$ cat src/rtl/pp_ep_pkg.sv
package pp_ep_pkg;

  localparam int STAT_CNT_W = 11;

  // status word: [15:12] zero, [11] busy, [10:0] engine-side count
  function automatic logic [15:0] stat_word(input logic busy,
                                            input logic [STAT_CNT_W-1:0] cnt);
    return {4'b0000, busy, cnt};
  endfunction

  // a command that must be refused
  function automatic logic cmd_bad(input logic tgl, input logic clr,
                                   input logic dir_in, input logic cont,
                                   input logic nak, input logic busy);
    return (tgl & (dir_in | ~cont)) | (clr & ~dir_in) |
           ((tgl | clr) & (busy | ~nak));
  endfunction

  // event word: [2] cpu valid, [1] error, [0] ready
  function automatic logic [15:0] evt_word(input logic valid, input logic err,
                                           input logic rdy);
    return {13'd0, valid, err, rdy};
  endfunction

endpackage

$ cat src/rtl/pp_ep_mem.sv
module pp_ep_mem #(
  parameter int DW    = 8,
  parameter int DEPTH = 64,
  localparam int AW   = $clog2(DEPTH)
) (
  input  logic          clk,
  input  logic          we,
  input  logic          wbank,
  input  logic [AW-1:0] waddr,
  input  logic [DW-1:0] wdata,
  input  logic          rbank,
  input  logic [AW-1:0] raddr,
  output logic [DW-1:0] rdata
);

  logic [DW-1:0] mem_q [2][DEPTH];

  always_ff @(posedge clk) begin
    if (we) mem_q[wbank][waddr] <= wdata;
  end

  assign rdata = mem_q[rbank][raddr];

endmodule

$ cat src/rtl/pp_ep_ctrl.sv
module pp_ep_ctrl #(
  parameter int DW     = 8,
  parameter int DEPTH  = 64,
  localparam int CNT_W = $clog2(DEPTH + 1),
  localparam int AW    = $clog2(DEPTH)
) (
  input  logic             clk,
  input  logic             rst_n,
  input  logic             dir_in,
  input  logic             prod_wr,
  input  logic [DW-1:0]    prod_data,
  input  logic             prod_end,
  input  logic             cons_rd,
  input  logic             do_clr,
  output logic             prod_full,
  output logic             cons_full,
  output logic             swap_evt,
  output logic [CNT_W-1:0] sie_cnt,
  output logic [DW-1:0]    cons_data
);

  localparam logic [CNT_W-1:0] DEPTH_C = CNT_W'(DEPTH);

  logic             bank_q;      // physical bank facing the engine
  logic             pfull_q, cfull_q;
  logic [CNT_W-1:0] len_q [2];
  logic [CNT_W-1:0] ptr_q [2];

  // named internal events
  logic pb, qb, wr_ok, q_last, step, drain, cfull_mid, pfull_mid, swap;

  assign pb        = dir_in ? ~bank_q : bank_q;   // producer bank
  assign qb        = ~pb;                         // consumer bank
  assign wr_ok     = prod_wr & ~pfull_q & (len_q[pb] < DEPTH_C);
  assign q_last    = (ptr_q[qb] + 1'b1) >= len_q[qb];
  assign step      = cons_rd & cfull_q & ~q_last;
  assign drain     = (cons_rd & cfull_q & q_last) | do_clr;
  assign cfull_mid = cfull_q & ~drain;
  assign pfull_mid = pfull_q | prod_end;
  assign swap      = pfull_mid & ~cfull_mid;

  pp_ep_mem #(.DW(DW), .DEPTH(DEPTH)) u_mem (
    .clk   (clk),
    .we    (wr_ok),
    .wbank (pb),
    .waddr (len_q[pb][AW-1:0]),
    .wdata (prod_data),
    .rbank (qb),
    .raddr (ptr_q[qb][AW-1:0]),
    .rdata (cons_data)
  );

  always_ff @(posedge clk) begin
    if (!rst_n) begin
      bank_q  <= 1'b0;
      pfull_q <= 1'b0;
      cfull_q <= 1'b0;
      for (int b = 0; b < 2; b++) begin
        len_q[b] <= '0;
        ptr_q[b] <= '0;
      end
    end else begin
      if (wr_ok) len_q[pb] <= len_q[pb] + 1'b1;
      if (step)  ptr_q[qb] <= ptr_q[qb] + 1'b1;
      if (drain) begin
        len_q[qb] <= '0;
        ptr_q[qb] <= '0;
      end
      cfull_q <= cfull_mid | swap;
      pfull_q <= pfull_mid & ~swap;
      if (swap) bank_q <= ~bank_q;
    end
  end

  assign prod_full = pfull_q;
  assign cons_full = cfull_q;
  assign swap_evt  = swap;
  assign sie_cnt   = len_q[bank_q];

  assert_len_bound_R2: assert property (@(posedge clk) disable iff (!rst_n)
    (len_q[0] <= DEPTH_C) && (len_q[1] <= DEPTH_C));

  assert_swap_fills_R3: assert property (@(posedge clk) disable iff (!rst_n)
    swap |=> cfull_q);

  assert_keep_unread_R6: assert property (@(posedge clk) disable iff (!rst_n)
    (cfull_q && !cons_rd && !do_clr) |=> cfull_q);

  assert_pending_holds_R4: assert property (@(posedge clk) disable iff (!rst_n)
    (pfull_q && cfull_q && !cons_rd && !do_clr) |=> pfull_q);

endmodule

$ cat src/rtl/pp_ep_regs.sv
module pp_ep_regs
  import pp_ep_pkg::*;
(
  input  logic                  clk,
  input  logic                  rst_n,
  input  logic                  dir_in,
  input  logic                  cont,
  input  logic                  nak,
  input  logic                  busy,
  input  logic                  swap_evt,
  input  logic                  cpu_valid,
  input  logic [STAT_CNT_W-1:0] sie_cnt,
  input  logic                  reg_we,
  input  logic                  reg_addr,
  input  logic [15:0]           reg_wdata,
  output logic [15:0]           reg_rdata,
  output logic                  do_tgl,
  output logic                  do_clr,
  output logic                  irq
);

  logic rdy_q, err_q;
  logic wr_stat, wr_evt, tgl_w, clr_w, bad, rdy_ack, err_ack;
  logic unused_wbits;

  assign wr_stat = reg_we & ~reg_addr;
  assign wr_evt  = reg_we & reg_addr;
  assign tgl_w   = wr_stat & reg_wdata[13];
  assign clr_w   = wr_stat & reg_wdata[12];
  assign bad     = cmd_bad(tgl_w, clr_w, dir_in, cont, nak, busy);
  assign do_tgl  = tgl_w & ~bad;
  assign do_clr  = clr_w & ~bad;
  assign rdy_ack = wr_evt & reg_wdata[0];
  assign err_ack = wr_evt & reg_wdata[1];
  assign unused_wbits = ^{reg_wdata[15:14], reg_wdata[11:2]};

  always_ff @(posedge clk) begin
    if (!rst_n) begin
      rdy_q <= 1'b0;
      err_q <= 1'b0;
    end else begin
      rdy_q <= (rdy_q & ~rdy_ack) | swap_evt | do_tgl;
      err_q <= (err_q & ~err_ack) | bad;
    end
  end

  assign reg_rdata = reg_addr ? evt_word(cpu_valid, err_q, rdy_q)
                              : stat_word(busy, sie_cnt);
  assign irq = rdy_q;

  assert_bad_flags_R7: assert property (@(posedge clk) disable iff (!rst_n)
    bad |=> err_q);

  assert_err_sticky_R7: assert property (@(posedge clk) disable iff (!rst_n)
    (err_q && !err_ack) |=> err_q);

  assert_tgl_raises_R5: assert property (@(posedge clk) disable iff (!rst_n)
    do_tgl |=> irq);

  assert_irq_level_R10: assert property (@(posedge clk) disable iff (!rst_n)
    (irq && !rdy_ack) |=> irq);

endmodule

$ cat src/rtl/pingpong_ep_ctrl.sv
module pingpong_ep_ctrl
  import pp_ep_pkg::*;
#(
  parameter int DW    = 8,
  parameter int DEPTH = 64,
  localparam int CNT_W = $clog2(DEPTH + 1)
) (
  input  logic          clk,
  input  logic          rst_n,
  input  logic          cfg_dir_in,
  input  logic          cfg_cont,
  input  logic          cfg_nak,
  input  logic          sie_stb,
  input  logic [DW-1:0] sie_wdata,
  input  logic          sie_eop,
  output logic [DW-1:0] sie_rdata,
  input  logic          cpu_stb,
  input  logic [DW-1:0] cpu_wdata,
  input  logic          cpu_eop,
  output logic [DW-1:0] cpu_rdata,
  input  logic          reg_we,
  input  logic          reg_addr,
  input  logic [15:0]   reg_wdata,
  output logic [15:0]   reg_rdata,
  output logic          irq
);

  logic             do_tgl, do_clr, prod_full, cons_full, swap_evt;
  logic             prod_wr, prod_end, cons_rd, cpu_valid;
  logic [DW-1:0]    prod_data, cons_data;
  logic [CNT_W-1:0] sie_cnt;

  assign prod_wr   = cfg_dir_in ? cpu_stb   : sie_stb;
  assign prod_data = cfg_dir_in ? cpu_wdata : sie_wdata;
  assign prod_end  = cfg_dir_in ? cpu_eop   : (sie_eop | do_tgl);
  assign cons_rd   = cfg_dir_in ? sie_stb   : cpu_stb;
  assign cpu_valid = cfg_dir_in ? prod_full : cons_full;
  assign sie_rdata = cfg_dir_in ? cons_data : '0;
  assign cpu_rdata = cfg_dir_in ? '0 : cons_data;

  pp_ep_ctrl #(.DW(DW), .DEPTH(DEPTH)) u_ctrl (
    .clk       (clk),
    .rst_n     (rst_n),
    .dir_in    (cfg_dir_in),
    .prod_wr   (prod_wr),
    .prod_data (prod_data),
    .prod_end  (prod_end),
    .cons_rd   (cons_rd),
    .do_clr    (do_clr),
    .prod_full (prod_full),
    .cons_full (cons_full),
    .swap_evt  (swap_evt),
    .sie_cnt   (sie_cnt),
    .cons_data (cons_data)
  );

  pp_ep_regs u_regs (
    .clk       (clk),
    .rst_n     (rst_n),
    .dir_in    (cfg_dir_in),
    .cont      (cfg_cont),
    .nak       (cfg_nak),
    .busy      (prod_full),
    .swap_evt  (swap_evt),
    .cpu_valid (cpu_valid),
    .sie_cnt   (STAT_CNT_W'(sie_cnt)),
    .reg_we    (reg_we),
    .reg_addr  (reg_addr),
    .reg_wdata (reg_wdata),
    .reg_rdata (reg_rdata),
    .do_tgl    (do_tgl),
    .do_clr    (do_clr),
    .irq       (irq)
  );

  assert_busy_needs_full_R4: assert property (@(posedge clk) disable iff (!rst_n)
    prod_full |-> cons_full);

  assert_irq_on_swap_R3: assert property (@(posedge clk) disable iff (!rst_n)
    swap_evt |=> irq);

endmodule

$ cat config.mk
export PLATFORM = sky130hd
export DESIGN_NAME = pingpong_ep_ctrl
export DESIGN_NICKNAME = d
export VERILOG_FILES = /design/src/rtl/pp_ep_pkg.sv /design/src/rtl/pp_ep_mem.sv /design/src/rtl/pp_ep_ctrl.sv /design/src/rtl/pp_ep_regs.sv /design/src/rtl/pingpong_ep_ctrl.sv
export SDC_FILE = /design/constraint.sdc
export NUM_CORES = 1
export LEC_CHECK = 0
export ABC_AREA = 1
export BUFFER_PORTS_ARGS = -buffer_cell sky130_fd_sc_hd__buf_2
export CORE_MARGIN = 5
export CORE_UTILIZATION = 35
export CTS_CLUSTER_DIAMETER = 30
export DETAILED_ROUTE_END_ITERATION = 12
export PLACE_DENSITY = 0.55
export SKIP_LAST_GASP = 1
export SLEW_MARGIN = 15
export SYNTH_ARGS = -nofsm -noshare
export SYNTH_HDL_FRONTEND = slang
export SYNTH_SLANG_ARGS = --single-unit
$ cat constraint.sdc
create_clock -name clk -period 4.5 [get_ports clk]
set_input_delay 0.45 -clock clk [delete_from_list [all_inputs] [get_ports clk]]
set_output_delay 0.45 -clock clk [all_outputs]
set_load 0.005 [all_outputs]
==> flow_summary.json <==
{
  "track_usage_pct": 17.11,
  "portBuffers": 55,
  "grt_pass1_vias": 32310,
  "viasPerCell": 4.667,
  "avgSynthCellArea_um2": 9.449,
  "drt_iter0_markers": 2999,
  "pin_count": 76,
  "die_w_um": 381.1,
  "nets": 5286,
  "max-vdd-ir-drop_uv": 320.6,
  "coreArea_um2": 137200,
  "final_core_util_pct": 42.71,
  "seqCellArea_um2": 31570,
  "fin_worst_skew_ps": 25.08,
  "fp.dieH_um": 381.1,
  "final_common_cell": "nand2_1",
  "worstPathRequired_ps": 4050,
  "ff2ff_path_depth": 21,
  "start_kind": "flip-flop",
  "worst_hold_slack_ps": 183.7,
  "maxCapViolCount": 0,
  "ys.flop_type": "edfxtp_1",
  "ys_seq_elements": 1058,
  "antenna_left": 0,
  "fin_crit_ps": 4340,
  "dr.pass1.iters": 6,
  "clk_path_buf_depth": 3,
  "fin_crit_sh_pct": 96.45,
  "critPathMostFrequentCell": "nand2_1",
  "synth_cells": 5102,
  "end_kind": "output pin",
  "rows": 136,
  "cpPeakStageDelay_ps": 410,
  "reg2reg_setup_slack_ps": 670,
  "num_vias": 33686,
  "max_slew_margin_pct": 39.92,
  "globalplace.congestion": 0.8393,
  "grt_pass1_wl_um": 192300,
  "critPathArrivalTime_ps": 3890,
  "yosysWarnings": 0,
  "multi_input_area_um2": 12270,
  "grt-ovfl-total": 0,
  "drive_above_1_share_pct": 10.12,
  "hold_violations": 0,
  "status": "completed",
  "crit_buf_inv": 5,
  "worst_pin_slew_ps": 897.8,
  "synth.cell_area_um2": 48210,
  "cts_buffers": 216,
  "fmaxAchievable_ghz": 0.2304,
  "clock_sinks": 1058,
  "synth_edf_count": 1038,
  "final_cell_mix": "1812 x nand2_1, 1038 x edfxtp_1, 893 x inv_1",
  "fin_total_pwr_mw": 31.25,
  "async_reset_ff_share_pct": 0,
  "powerDensity_nw_per_um2": 533.4,
  "crit_type": "flip-flop to output pin",
  "areaGrowthSynthToFinish_pct": 21.51,
  "setup_viol": 0,
  "worstReg2RegEnd": "u_ctrl.ptr_q[1][4]",
  "drc": 0,
  "routedWlPerCell_um": 17.67,
  "fillCellCount": 12967,
  "r2r_start": "u_ctrl.bank_q",
  "dieArea_um2": 145300,
  "cts_root_buffer": "clkbuf_16",
  "crit_fanout": 33,
  "yosysSeqAreaShare_pct": 65.48,
  "leakagePower_nw": 25.45,
  "start_util_pct": 35.15,
  "min_path_cells": 4,
  "dp_hpwl_um": 72570,
  "critPathTopFamily": "simple AND/OR/NAND/NOR gates",
  "clock_latency_ps": 780,
  "path_clk_slew_ps": 40,
  "wirelength_um": 127600,
  "grt_max_degree": 162,
  "worstHoldStart": "reg_wdata[13]",
  "crit_path_cell_trace": "inv_2 -> nand2_2 -> buf_6 -> nand3_1 -> nand2_4 -> buf_16 -> nand2_1 -> nand2_1 -> nand2_1 -> nand3_1 -> nand3_1 -> nand2_1 -> nand2_1 -> nand2_1 -> clkinv_1 -> nand2_1 -> nor2_1 -> buf_2",
  "final_max_slew_viol_count": 0,
  "htree_levels": 4,
  "crit_slowest_cell": "dfxtp_1",
  "whs_endpoint": "u_regs.irq",
  "antenna_found_initial": 3,
  "yosysUniqueCellTypes": 40,
  "cts_tree": "built",
  "hold_class": "input port to flip-flop"
}
==> repair_timing <==
item	CTS	global route
buffers inserted	0	3
setup endpoints to repair	0	16
resized for setup	0	21
hold endpoints to repair	3	0
hold buffers	4	0
==> registers in the layout, summed over array words and instances, names as in the netlist, named ones only <==
register	cells
u_ctrl.bank_q	1
u_regs.err_q	1
u_ctrl.cons_full	1
u_ctrl.u_mem.mem_q	1024
u_ctrl.prod_full	1
u_ctrl.ptr_q	14
u_ctrl.len_q	14
u_regs.irq	1
==> synth_stat cells, drive strengths merged, types with 3 or more instances <==
master     n  area [um^2]
nand2   1830         6884
edfxtp  1038        31170
inv      903         3390
nand3    561         2813
nor2     215        819.5
o21ai    190        988.5
buf      131        630.6
clkbuf   127        476.7
a21oi     23        115.1
dfxtp     20        400.4
ha         9        112.6
nor3       9        71.32
nand3b     8        60.06
o22ai      8        50.05
clkinv     7        26.28
xor2       6        52.55
and3       3        18.77
nand4      3        18.77
==> metal layers <==
| metal | routed length (um) | vias to the layer above | track usage (%) | share of wire, % |
|---|---|---|---|---|
| met5 | 0 | - | 0 | 0 |
| met4 | 2889 | 0 | 5.318 | 2.3 |
| met3 | 8479 | 198 | 3.006 | 6.6 |
| met2 | 58230 | 1049 | 27.17 | 46 |
| met1 | 57960 | 15879 | 24.01 | 45 |
| li1 | - | 16560 | - | - |
==> stage by stage <==
step	instances	setup slack, ps	TNS (ps)	cell area (um^2)
final	7218	159.8	0	58580
after global routing	7217	-3.221	-9.129	58580
after CTS	7211	9.847	0	58380
after detailed placement	6800	266.9	0	50850
after global placement	6800	324.6	0	50850
after floorplan	5109	1136	0	48240
==> worst register-to-register path: stages (launching register included) <==
cell       delay [ps]
dfxtp_1           410
inv_2              90
nand2_2           130
buf_6             240
nand3_1           160
nand2_4           260
buf_4             170
ha_1              140
nand2_1            80
nor2_1            180
nand2_1           110
xor2_1            190
ha_1              330
nand2_1            80
inv_1              60
nand4_1            90
o2111ai_1         110
nand2_1           130
a21oi_1           240
inv_1             200
nand2_1           130
nor2_1             50
==> final cells by class <==
class	count	area share, %
Antenna cell	1	0.004272
Clock buffer	249	9.584
Clock inverter	158	3.200
Inverter	910	5.840
Multi-Input combinational cell	2884	20.94
Sequential cell	1058	53.89
Tap cell	1794	3.832
Timing Repair Buffer	164	2.708
==> report_power, final <==
part	switching, mW	internal, mW
Combinational	3.02	1.09
Sequential	0.0229	11.0
Clock	5.23	10.9
==> worst max path at each step <==
stage | from | cells past startpoint | endpoint
3_3_place_gp | cfg_dir_in | 11 | u_ctrl.u_mem.mem_q[1][172]
4_1_cts | u_ctrl.bank_q | 18 | sie_rdata[4]
2_1_floorplan | cfg_dir_in | 22 | u_ctrl.ptr_q[1][4]
5_1_grt | u_ctrl.bank_q | 19 | sie_rdata[3]
3_5_place_dp | cfg_dir_in | 11 | u_ctrl.u_mem.mem_q[0][160]
6_report | u_ctrl.bank_q | 18 | cpu_rdata[0]
==> cell families (layout without fill, tap and decap cells) <==
family / count (synthesis) / in the layout / synth area share [%]
buffers and inverters: 1168 / 1481 / 9.382
adders and majority gates: 9 / 9 / 0.2336
other: 1 / 9 / 0.007778
AOI/OAI and AO/OA: 225 / 226 / 2.458
muxes: 2 / 2 / 0.04153
xor gates and xnor gates: 7 / 7 / 0.1272
DFF: 1058 / 1058 / 65.48
and+or+nand+nor: 2632 / 2632 / 22.27
No activity file was read; power rests on OpenSTA's default activity.
